## src/rtl/decode_steer_pkg.sv

```systemverilog
package decode_steer_pkg;

    // Operating mode of the steering block.
    typedef enum logic {
        MODE_GROUP  = 1'b0,
        MODE_STREAM = 1'b1
    } steer_mode_e;

endpackage

```

## src/rtl/steer_slot_class.sv

```systemverilog
// Classifies one window lane by the size of its micro-op expansion.
module steer_slot_class #(
    parameter int CNT_W    = 4,
    parameter int CPLX_MAX = 4
) (
    input  logic             valid_i,
    input  logic [CNT_W-1:0] uops_i,
    output logic             simple_o,
    output logic             fits_o,
    output logic             over_o
);

    always_comb begin
        simple_o = valid_i && (uops_i <= CNT_W'(1));
        fits_o   = valid_i && (uops_i <= CNT_W'(CPLX_MAX));
        over_o   = valid_i && (uops_i >  CNT_W'(CPLX_MAX));
    end

endmodule

```

## src/rtl/steer_group_pick.sv

```systemverilog
// Picks the longest legal group: lane 0 up to the complex limit, then a
// run of single micro-op lanes.
module steer_group_pick #(
    parameter int LANES = 4
) (
    input  logic [LANES-1:0]               simple_i,
    input  logic [LANES-1:0]               fits_i,
    input  logic [LANES-1:0]               over_i,
    output logic [LANES-1:0]               lane_en_o,
    output logic                           enter_o,
    output logic [$clog2(LANES+1)-1:0]     n_o
);

    localparam int EMIT_W = $clog2(LANES+1);

    logic run;

    always_comb begin
        run          = fits_i[0];
        lane_en_o    = '0;
        lane_en_o[0] = fits_i[0];
        for (int i = 1; i < LANES; i++) begin
            run          = run && simple_i[i];
            lane_en_o[i] = run;
        end
        n_o = '0;
        for (int i = 0; i < LANES; i++) begin
            n_o = n_o + EMIT_W'(lane_en_o[i]);
        end
        enter_o = over_i[0];
    end

endmodule

```

## src/rtl/steer_ucode_seq.sv

```systemverilog
// Placeholder microcode sequencer: a counter that releases up to LANES
// micro-ops per accepted cycle.
module steer_ucode_seq
    import decode_steer_pkg::*;
#(
    parameter int LANES = 4,
    parameter int CNT_W = 4,
    parameter int TAG_W = 8
) (
    input  logic                         clk,
    input  logic                         rst_n,
    input  logic                         start_i,
    input  logic [CNT_W-1:0]             start_cnt_i,
    input  logic [TAG_W-1:0]             start_tag_i,
    input  logic                         advance_i,
    output logic                         busy_o,
    output logic [$clog2(LANES+1)-1:0]   emit_n_o,
    output logic [TAG_W-1:0]             tag_o
);

    localparam int EMIT_W = $clog2(LANES+1);

    typedef struct packed {
        steer_mode_e      mode;
        logic [CNT_W-1:0] rem;
        logic [TAG_W-1:0] tag;
    } seq_state_t;

    seq_state_t st_d, st_q;
    logic [CNT_W-1:0] chunk;

    always_comb begin
        st_d  = st_q;
        chunk = '0;
        if (st_q.mode == MODE_STREAM) begin
            chunk = (st_q.rem > CNT_W'(LANES)) ? CNT_W'(LANES) : st_q.rem;
        end
        case (st_q.mode)
            MODE_GROUP: begin
                if (start_i && advance_i) begin
                    st_d.mode = MODE_STREAM;
                    st_d.rem  = start_cnt_i;
                    st_d.tag  = start_tag_i;
                end
            end
            MODE_STREAM: begin
                if (advance_i) begin
                    st_d.rem = st_q.rem - chunk;
                    if (st_q.rem == chunk) begin
                        st_d.mode = MODE_GROUP;
                    end
                end
            end
            default: st_d.mode = MODE_GROUP;
        endcase
    end

    always_ff @(posedge clk or negedge rst_n) begin
        if (!rst_n) begin
            st_q <= '{mode: MODE_GROUP, rem: '0, tag: '0};
        end else begin
            st_q <= st_d;
        end
    end

    assign busy_o   = (st_q.mode == MODE_STREAM);
    assign emit_n_o = EMIT_W'(chunk);
    assign tag_o    = st_q.tag;

endmodule

```

## src/rtl/decode_steer.sv

```systemverilog
module decode_steer #(
    parameter int LANES    = 4,
    parameter int CNT_W    = 4,
    parameter int TAG_W    = 8,
    parameter int CPLX_MAX = 4
) (
    input  logic                         clk,
    input  logic                         rst_n,
    input  logic [LANES-1:0]             win_valid,
    input  logic [LANES*CNT_W-1:0]       win_uops,
    input  logic [LANES*TAG_W-1:0]       win_tag,
    input  logic                         out_ready,
    output logic [$clog2(LANES+1)-1:0]   take_count,
    output logic [LANES-1:0]             grp_valid,
    output logic [LANES*CNT_W-1:0]       grp_uops,
    output logic [LANES*TAG_W-1:0]       grp_tag,
    output logic [LANES-1:0]             grp_seq
);

    localparam int EMIT_W = $clog2(LANES+1);

    logic [LANES-1:0]  simple;
    logic [LANES-1:0]  fits;
    logic [LANES-1:0]  over;
    logic [LANES-1:0]  lane_en;
    logic              enter;
    logic [EMIT_W-1:0] group_n;
    logic              seq_busy;
    logic [EMIT_W-1:0] seq_emit_n;
    logic [TAG_W-1:0]  seq_tag;
    logic              seq_start;

    for (genvar g = 0; g < LANES; g++) begin : g_class
        steer_slot_class #(
            .CNT_W   (CNT_W),
            .CPLX_MAX(CPLX_MAX)
        ) i_class (
            .valid_i (win_valid[g]),
            .uops_i  (win_uops[g*CNT_W +: CNT_W]),
            .simple_o(simple[g]),
            .fits_o  (fits[g]),
            .over_o  (over[g])
        );
    end

    steer_group_pick #(
        .LANES(LANES)
    ) i_pick (
        .simple_i (simple),
        .fits_i   (fits),
        .over_i   (over),
        .lane_en_o(lane_en),
        .enter_o  (enter),
        .n_o      (group_n)
    );

    assign seq_start = !seq_busy && enter;

    steer_ucode_seq #(
        .LANES(LANES),
        .CNT_W(CNT_W),
        .TAG_W(TAG_W)
    ) i_seq (
        .clk        (clk),
        .rst_n      (rst_n),
        .start_i    (seq_start),
        .start_cnt_i(win_uops[CNT_W-1:0]),
        .start_tag_i(win_tag[TAG_W-1:0]),
        .advance_i  (out_ready),
        .busy_o     (seq_busy),
        .emit_n_o   (seq_emit_n),
        .tag_o      (seq_tag)
    );

    always_comb begin
        take_count = '0;
        grp_valid  = '0;
        grp_uops   = '0;
        grp_tag    = '0;
        grp_seq    = '0;
        if (seq_busy) begin
            for (int i = 0; i < LANES; i++) begin
                if (EMIT_W'(i) < seq_emit_n) begin
                    grp_valid[i]               = 1'b1;
                    grp_seq[i]                 = 1'b1;
                    grp_uops[i*CNT_W +: CNT_W] = CNT_W'(1);
                    grp_tag[i*TAG_W +: TAG_W]  = seq_tag;
                end
            end
        end else begin
            if (out_ready) begin
                take_count = enter ? EMIT_W'(1) : group_n;
            end
            for (int i = 0; i < LANES; i++) begin
                if (lane_en[i]) begin
                    grp_valid[i]               = 1'b1;
                    grp_uops[i*CNT_W +: CNT_W] = win_uops[i*CNT_W +: CNT_W];
                    grp_tag[i*TAG_W +: TAG_W]  = win_tag[i*TAG_W +: TAG_W];
                end
            end
        end
    end

endmodule

```

## config.mk

```make
export PLATFORM = sky130hd
export DESIGN_NAME = decode_steer
export DESIGN_NICKNAME = d
export VERILOG_FILES = /design/src/rtl/decode_steer_pkg.sv /design/src/rtl/steer_slot_class.sv /design/src/rtl/steer_group_pick.sv /design/src/rtl/steer_ucode_seq.sv /design/src/rtl/decode_steer.sv
export SDC_FILE = /design/constraint.sdc
export NUM_CORES = 1
export LEC_CHECK = 0
export ABC_AREA = 0
export ABC_CLOCK_PERIOD_IN_PS = 2000
export BUFFER_PORTS_ARGS = -buffer_cell sky130_fd_sc_hd__buf_4
export CAP_MARGIN = 40
export CORE_MARGIN = 2
export CORE_UTILIZATION = 38
export CTS_CLUSTER_SIZE = 16
export DETAILED_ROUTE_END_ITERATION = 6
export GPL_TIMING_DRIVEN = 0
export PLACE_DENSITY = 0.82
export SYNTH_ARGS = -nofsm -noshare
export SYNTH_HDL_FRONTEND = slang
export SYNTH_HIERARCHICAL = 1
export SYNTH_SLANG_ARGS = --single-unit
```

## constraint.sdc

```tcl
create_clock -name clk -period 2 [get_ports clk]
set_clock_uncertainty 0.1 [all_clocks]
set_input_delay 0.3 -clock clk [delete_from_list [all_inputs] [get_ports clk]]
set_output_delay 0.3 -clock clk [all_outputs]
set_load 0.005 [all_outputs]
```

* Word-level counts from Yosys, hierarchy flattened *
Cells that the tools add are included.

word-level totals
  register bits after elaboration = 13
  input port bits = 55
  logic and storage cells = 71

operators by class
  $add $sub $neg = 4
  magnitude comparators = 10
  eq/ne operators = 3
  mux-type cells = 37
  bitwise gates (word level) = 1
  reduce and logical (&&, ||, !) cells = 13

operators with widths
  cell                number
  $mux 8              8
  $mux 32             1
  $mux 4              8
  $mux 16             1
  $mux 1              13
  $mux 13             1
  $le 4x1->1 const B  3
  $logic_and 1x1->1   10
  $pmux 5 s2          1
  $mux 3              3
  $gt 4x3->1 const B  2
  $add 3x1->3         2
  $lt 1x3->1 const A  2
  $lt 2x3->1 const A  2
  $mux 5              1
  $eq 4x4->1          1
  $le 4x3->1 const B  1
  $reduce_and 2->1    2
  $sub 4x4->4         1
  $add 1x1->2         1
  $ne 2x1->1 const B  1
  $ne 2x2->1 const B  1
  $logic_not 1->1     1
  $not 1->1           1

* Depth between registers and ports, before layout *
  depth after elaboration = 9
  depth in mapped cells = 8

* Modules after synthesis *
Netlist, hierarchy kept.

by module, submodules not included
  module            times used  cells an instance  area each (um^2)  seq. area each (um^2)
  steer_ucode_seq   1           64                 772.0             325.3
  decode_steer      1           76                 630.6             0.0
  steer_slot_class  4           5                  30.0              0.0
  steer_group_pick  1           11                 88.8              0.0

* Least setup slack after synthesis *
No wires, ideal clock.

  path type = flip-flop to flip-flop
  start point = reg i_seq.st_q, in the netlist i_seq/busy_o
  end point = reg i_seq/st_q[9] (netlist name)
  data arrival time = 1.798 ns
  required time = 1.779 ns
  path slack = -0.019 ns
  stages on the path, launching flop included = 8
  path buffers = 1
  period minus slack after synthesis = 2.019 ns
  cell sequence = dfrtp_1 > buf_4 > and3_1 > ha_1 > inv_1 > fa_1 > a22o_1 > a22o_1

between the ends
  elaborated cells between the ends (all ways) = 11
  classes of those cells = add/sub: 1; eq/ne: 2; mux: 3; bitwise: 1; reduce/logical: 4

RTL lines
  what                    RTL line               RTL
  from (decl)             steer_ucode_seq.sv:29  seq_state_t st_d, st_q;
  from (signal assigned)  steer_ucode_seq.sv:60  st_q <= '{mode: MODE_GROUP, rem: '0, tag: '0};
  from (signal assigned)  steer_ucode_seq.sv:62  st_q <= st_d;
  $mux 4                  steer_ucode_seq.sv:35  if (st_q.mode == MODE_STREAM) begin
  net seq_emit_n[0]       decode_steer.sv:29     logic [EMIT_W-1:0] seq_emit_n;
  $sub 4x4->4             steer_ucode_seq.sv:48  st_d.rem = st_q.rem - chunk;
  $mux 5                  steer_ucode_seq.sv:47  if (advance_i) begin
  $pmux 5 s2              steer_ucode_seq.sv:38  case (st_q.mode)

The timed path passes the listed nets, and every way through them passes these cells. The select of a mux whose other input is x is not followed.
A chain may end at the register's enable or synchronous reset.

* Worst setup path after layout *
  start point = reg i_seq.st_q, in the netlist i_seq/busy_o
  end point = out grp_tag[1]

between the ends
  cells in the longest elaborated chain, start to end = 4

ends and longest elaborated chain
  what               RTL line               RTL
  $mux 4             steer_ucode_seq.sv:35
  net seq_emit_n[0]  decode_steer.sv:29
  $lt 1x3->1         decode_steer.sv:83     if (EMIT_W'(i) < seq_emit_n) begin
  $mux 8             decode_steer.sv:83
  $mux 32            decode_steer.sv:81     if (seq_busy) begin
  to (decl)          decode_steer.sv:16     output logic [LANES*TAG_W-1:0] grp_tag,

The timed path passes the listed nets, and every way through them passes these cells.

==> impl_metrics.ini <==
[clocking]
cts.path.max_buffers = 2
clock-root-buffer = clkbuf_8
clk_latency_ps = 250
htree_levels = 1
tritoncts_clock_tree = done
cts.sink_count = 13
cts_buffers = 3
clk_pin_slew_ps = 60

[sta]
final_critical_path_setup_slack_ps = -185
count_of_final_hold_check_violations = 0
fmax_mhz = 458
period_minus_slack_ps = 2180
period_utilization_post_route = 1.09
setup_viol = 47
timing.slew.headroom = 0.762
slew_viol_final = 0
setup_repair_after_global_routing_missed_its_margin = true
timing_worst_slew_pin_value_ps = 355

[grt]
globalRouteTotalUtil = 0.245
grt_max_degree = 14
met1_usage = 0.294
global_route_track_usage_on_met3 = 0.0559
global_route_wire_length_before_repair_mm = 8.43
first_global_vias = 1725
use_met2 = 0.435
antenna_violations_before_repair = 0
grt_remaining_overflow = 0
busiest_layer = met2

[pwr]
power.internal_uw = 1980
finalPower_uw = 3210
power_leakage_uw = 0.00158
share_clk_of_total_power = 0.076
p_seq_frac = 0.153
power_per_cell_area_nw_per_um2 = 1060
switching_share = 0.383
net-switching-power_uw = 1230
maximum_vdd_drop_mv = 0.890
comb_power_share = 0.771

[logic_synthesis]
warnings_synthesis = 6
synthesis.nets = 221
post_synth.cell_area_avg_um2 = 9.63
synth_area_um2 = 1550
netlist_instances = 161

[detailed_routing]
post_drt_via_cell_ratio = 5.31
remaining_drc_errors = 0
drt_pass1_iterations = 4
post_drt_wl_per_cell_um = 18.1
route.vias.total = 1853
drt-initial-drc-count = 82
drtAntennaViolNets = 0
routed_wirelength_mm = 6.31

[place]
placed_cells_incl_taps = 324
dpl_worst_slack_ps = -325
place_hpwl_mm = 4.07
port-buffer-count = 113
place_congestion = 0.873

[run]
maxCapViolations = 0

[floorplan]
die_width_um = 67.9
effective_utilization_at_floorplan = 0.390
core.rowCount = 23
pin_count = 114
die_area_um2 = 4610
core_outline_area_um2 = 3970
die_height_um = 67.9

[setup_path]
critical_path.reg2reg.endpoint = i_seq/st_q[9]
crit_cells = 6
crit_path_top_delay_cell = dfrtp_2
timing.critical_path.from = i_seq/busy_o
timing.critical_path.required_ps = 1600
crit_end = grp_tag[1]
end_kind = output port
critPathBufInv = 3
timing.critical_path.mode_cell = buf_6
crit_path_start_kind = flip-flop
worst-endpoint-arrival_ps = 1780
category_of_the_most_critical_setup_path = flip-flop to output port
cpLargestDelayFamily = compound AO/OA/AOI/OAI gates
cell_by_cell_trace_of_the_critical_path = buf_6, and3_4, o31a_1, buf_6, a22o_4, buf_6
critical-path-max-stage-delay_ps = 420
ff2ff_setup_slack_ps = -170
critical_path.reg2reg.startpoint = i_seq/st_q[11]
critical_path.max_fanout = 5
worst_reg_to_reg_cells = 7

[cells_and_area]
final-instance-count-excl-fill = 349
areaGrowthSynthToFinish_pct = 95.4
post_route_cells_drive_above_1_share = 0.719
antennaDiodeCount = 0
num-nets-final = 360

[status]
run_status = complete, but fails checks
violations_in_the_final_reports = setup timing

[min_path]
hold_path_class = input pin to flip-flop
min-delay-start = win_tag[7]
## flip-flops by register name (all words and copies together), names as in the netlist
signal        count
i_seq/busy_o      1
i_seq/tag_o       8
i_seq/st_q        4
## what timing repair did
item                                    in CTS  in global routing
endpoints found under the hold margin       13                  0
pin swaps                                   21                 25
resized for setup                           47                 36
endpoints found under the setup margin      60                 57
buffers inserted                             9                  7
hold buffers                                 1                  0
cloned                                       2                  3
## cell usage in the layout, fill, tap and decap left out, types with 2 or more instances in the layout
cell and count:
nand2b_4 4, or2_2 2, o21ai_1 2, buf_8 2
buf_4 120, nor4bb_4 2, dfrtp_1 11, and2_4 7
nor2b_4 2, buf_6 32, ha_1 2, mux2_4 8
and3_4 3, and2_1 5, o21a_4 2, clkbuf_8 4
nand2_1 3, ha_4 2, a21o_1 4, nor2b_1 3
a32o_1 8, and2_2 4, inv_1 4, and2b_2 2
a22o_1 26, dfrtp_2 2, nor2_4 2, nor3_4 3
## per-layer routing
metal  share of wire  wire, um  up-vias
met5               0         0        -
met3           0.066       414       10
met4           0.014        91        0
met2            0.52      3250       76
met1            0.40      2550      896
li1                -         -      871
## area by class of cell
cell class | count | area, um^2
multi-input cells | 119 | 1230
repair buffers | 135 | 1130
fillers | 266 | 942
flip-flops and latches | 13 | 328
plain buffers | 23 | 218
well taps | 50 | 62.6
clock buffers | 4 | 45.0
inverters | 5 | 18.8
## worst min path at each step
stage / end / cells past startpoint
finish: i_seq/tag_o[7] / 2
CTS: i_seq/tag_o[0] / 2
global route: i_seq/tag_o[7] / 2
detailed placement: i_seq/st_q[11] / 1
floorplan: i_seq/busy_o / 0
global placement: i_seq/st_q[11] / 1
## power by group through the flow
stage                     registers [uW]  clock network, uW  logic, uW
final                                492                245       2470
after global routing                 510                262       2630
after CTS                            490                243       2250
after detailed placement             496                  0       1990
after global placement               487                  0       1960
after floorplan                      469                  0       1200
## through the flow
| step | utilization | cell area, um^2 | hold slack, ps | TNS [ps] |
|---|---|---|---|---|
| global placement | 0.622 | 2470 | 52.3 | -6040 |
| finish | 0.763 | 3030 | 189 | -4350 |
| CTS | 0.709 | 2810 | 193 | -2480 |
| detailed placement | 0.622 | 2470 | 56.1 | -6180 |
| floorplan | - | 1560 | -95.6 | 0 |
| global route | 0.763 | 3030 | 184 | -6710 |
No activity file was read; power rests on OpenSTA's default activity.
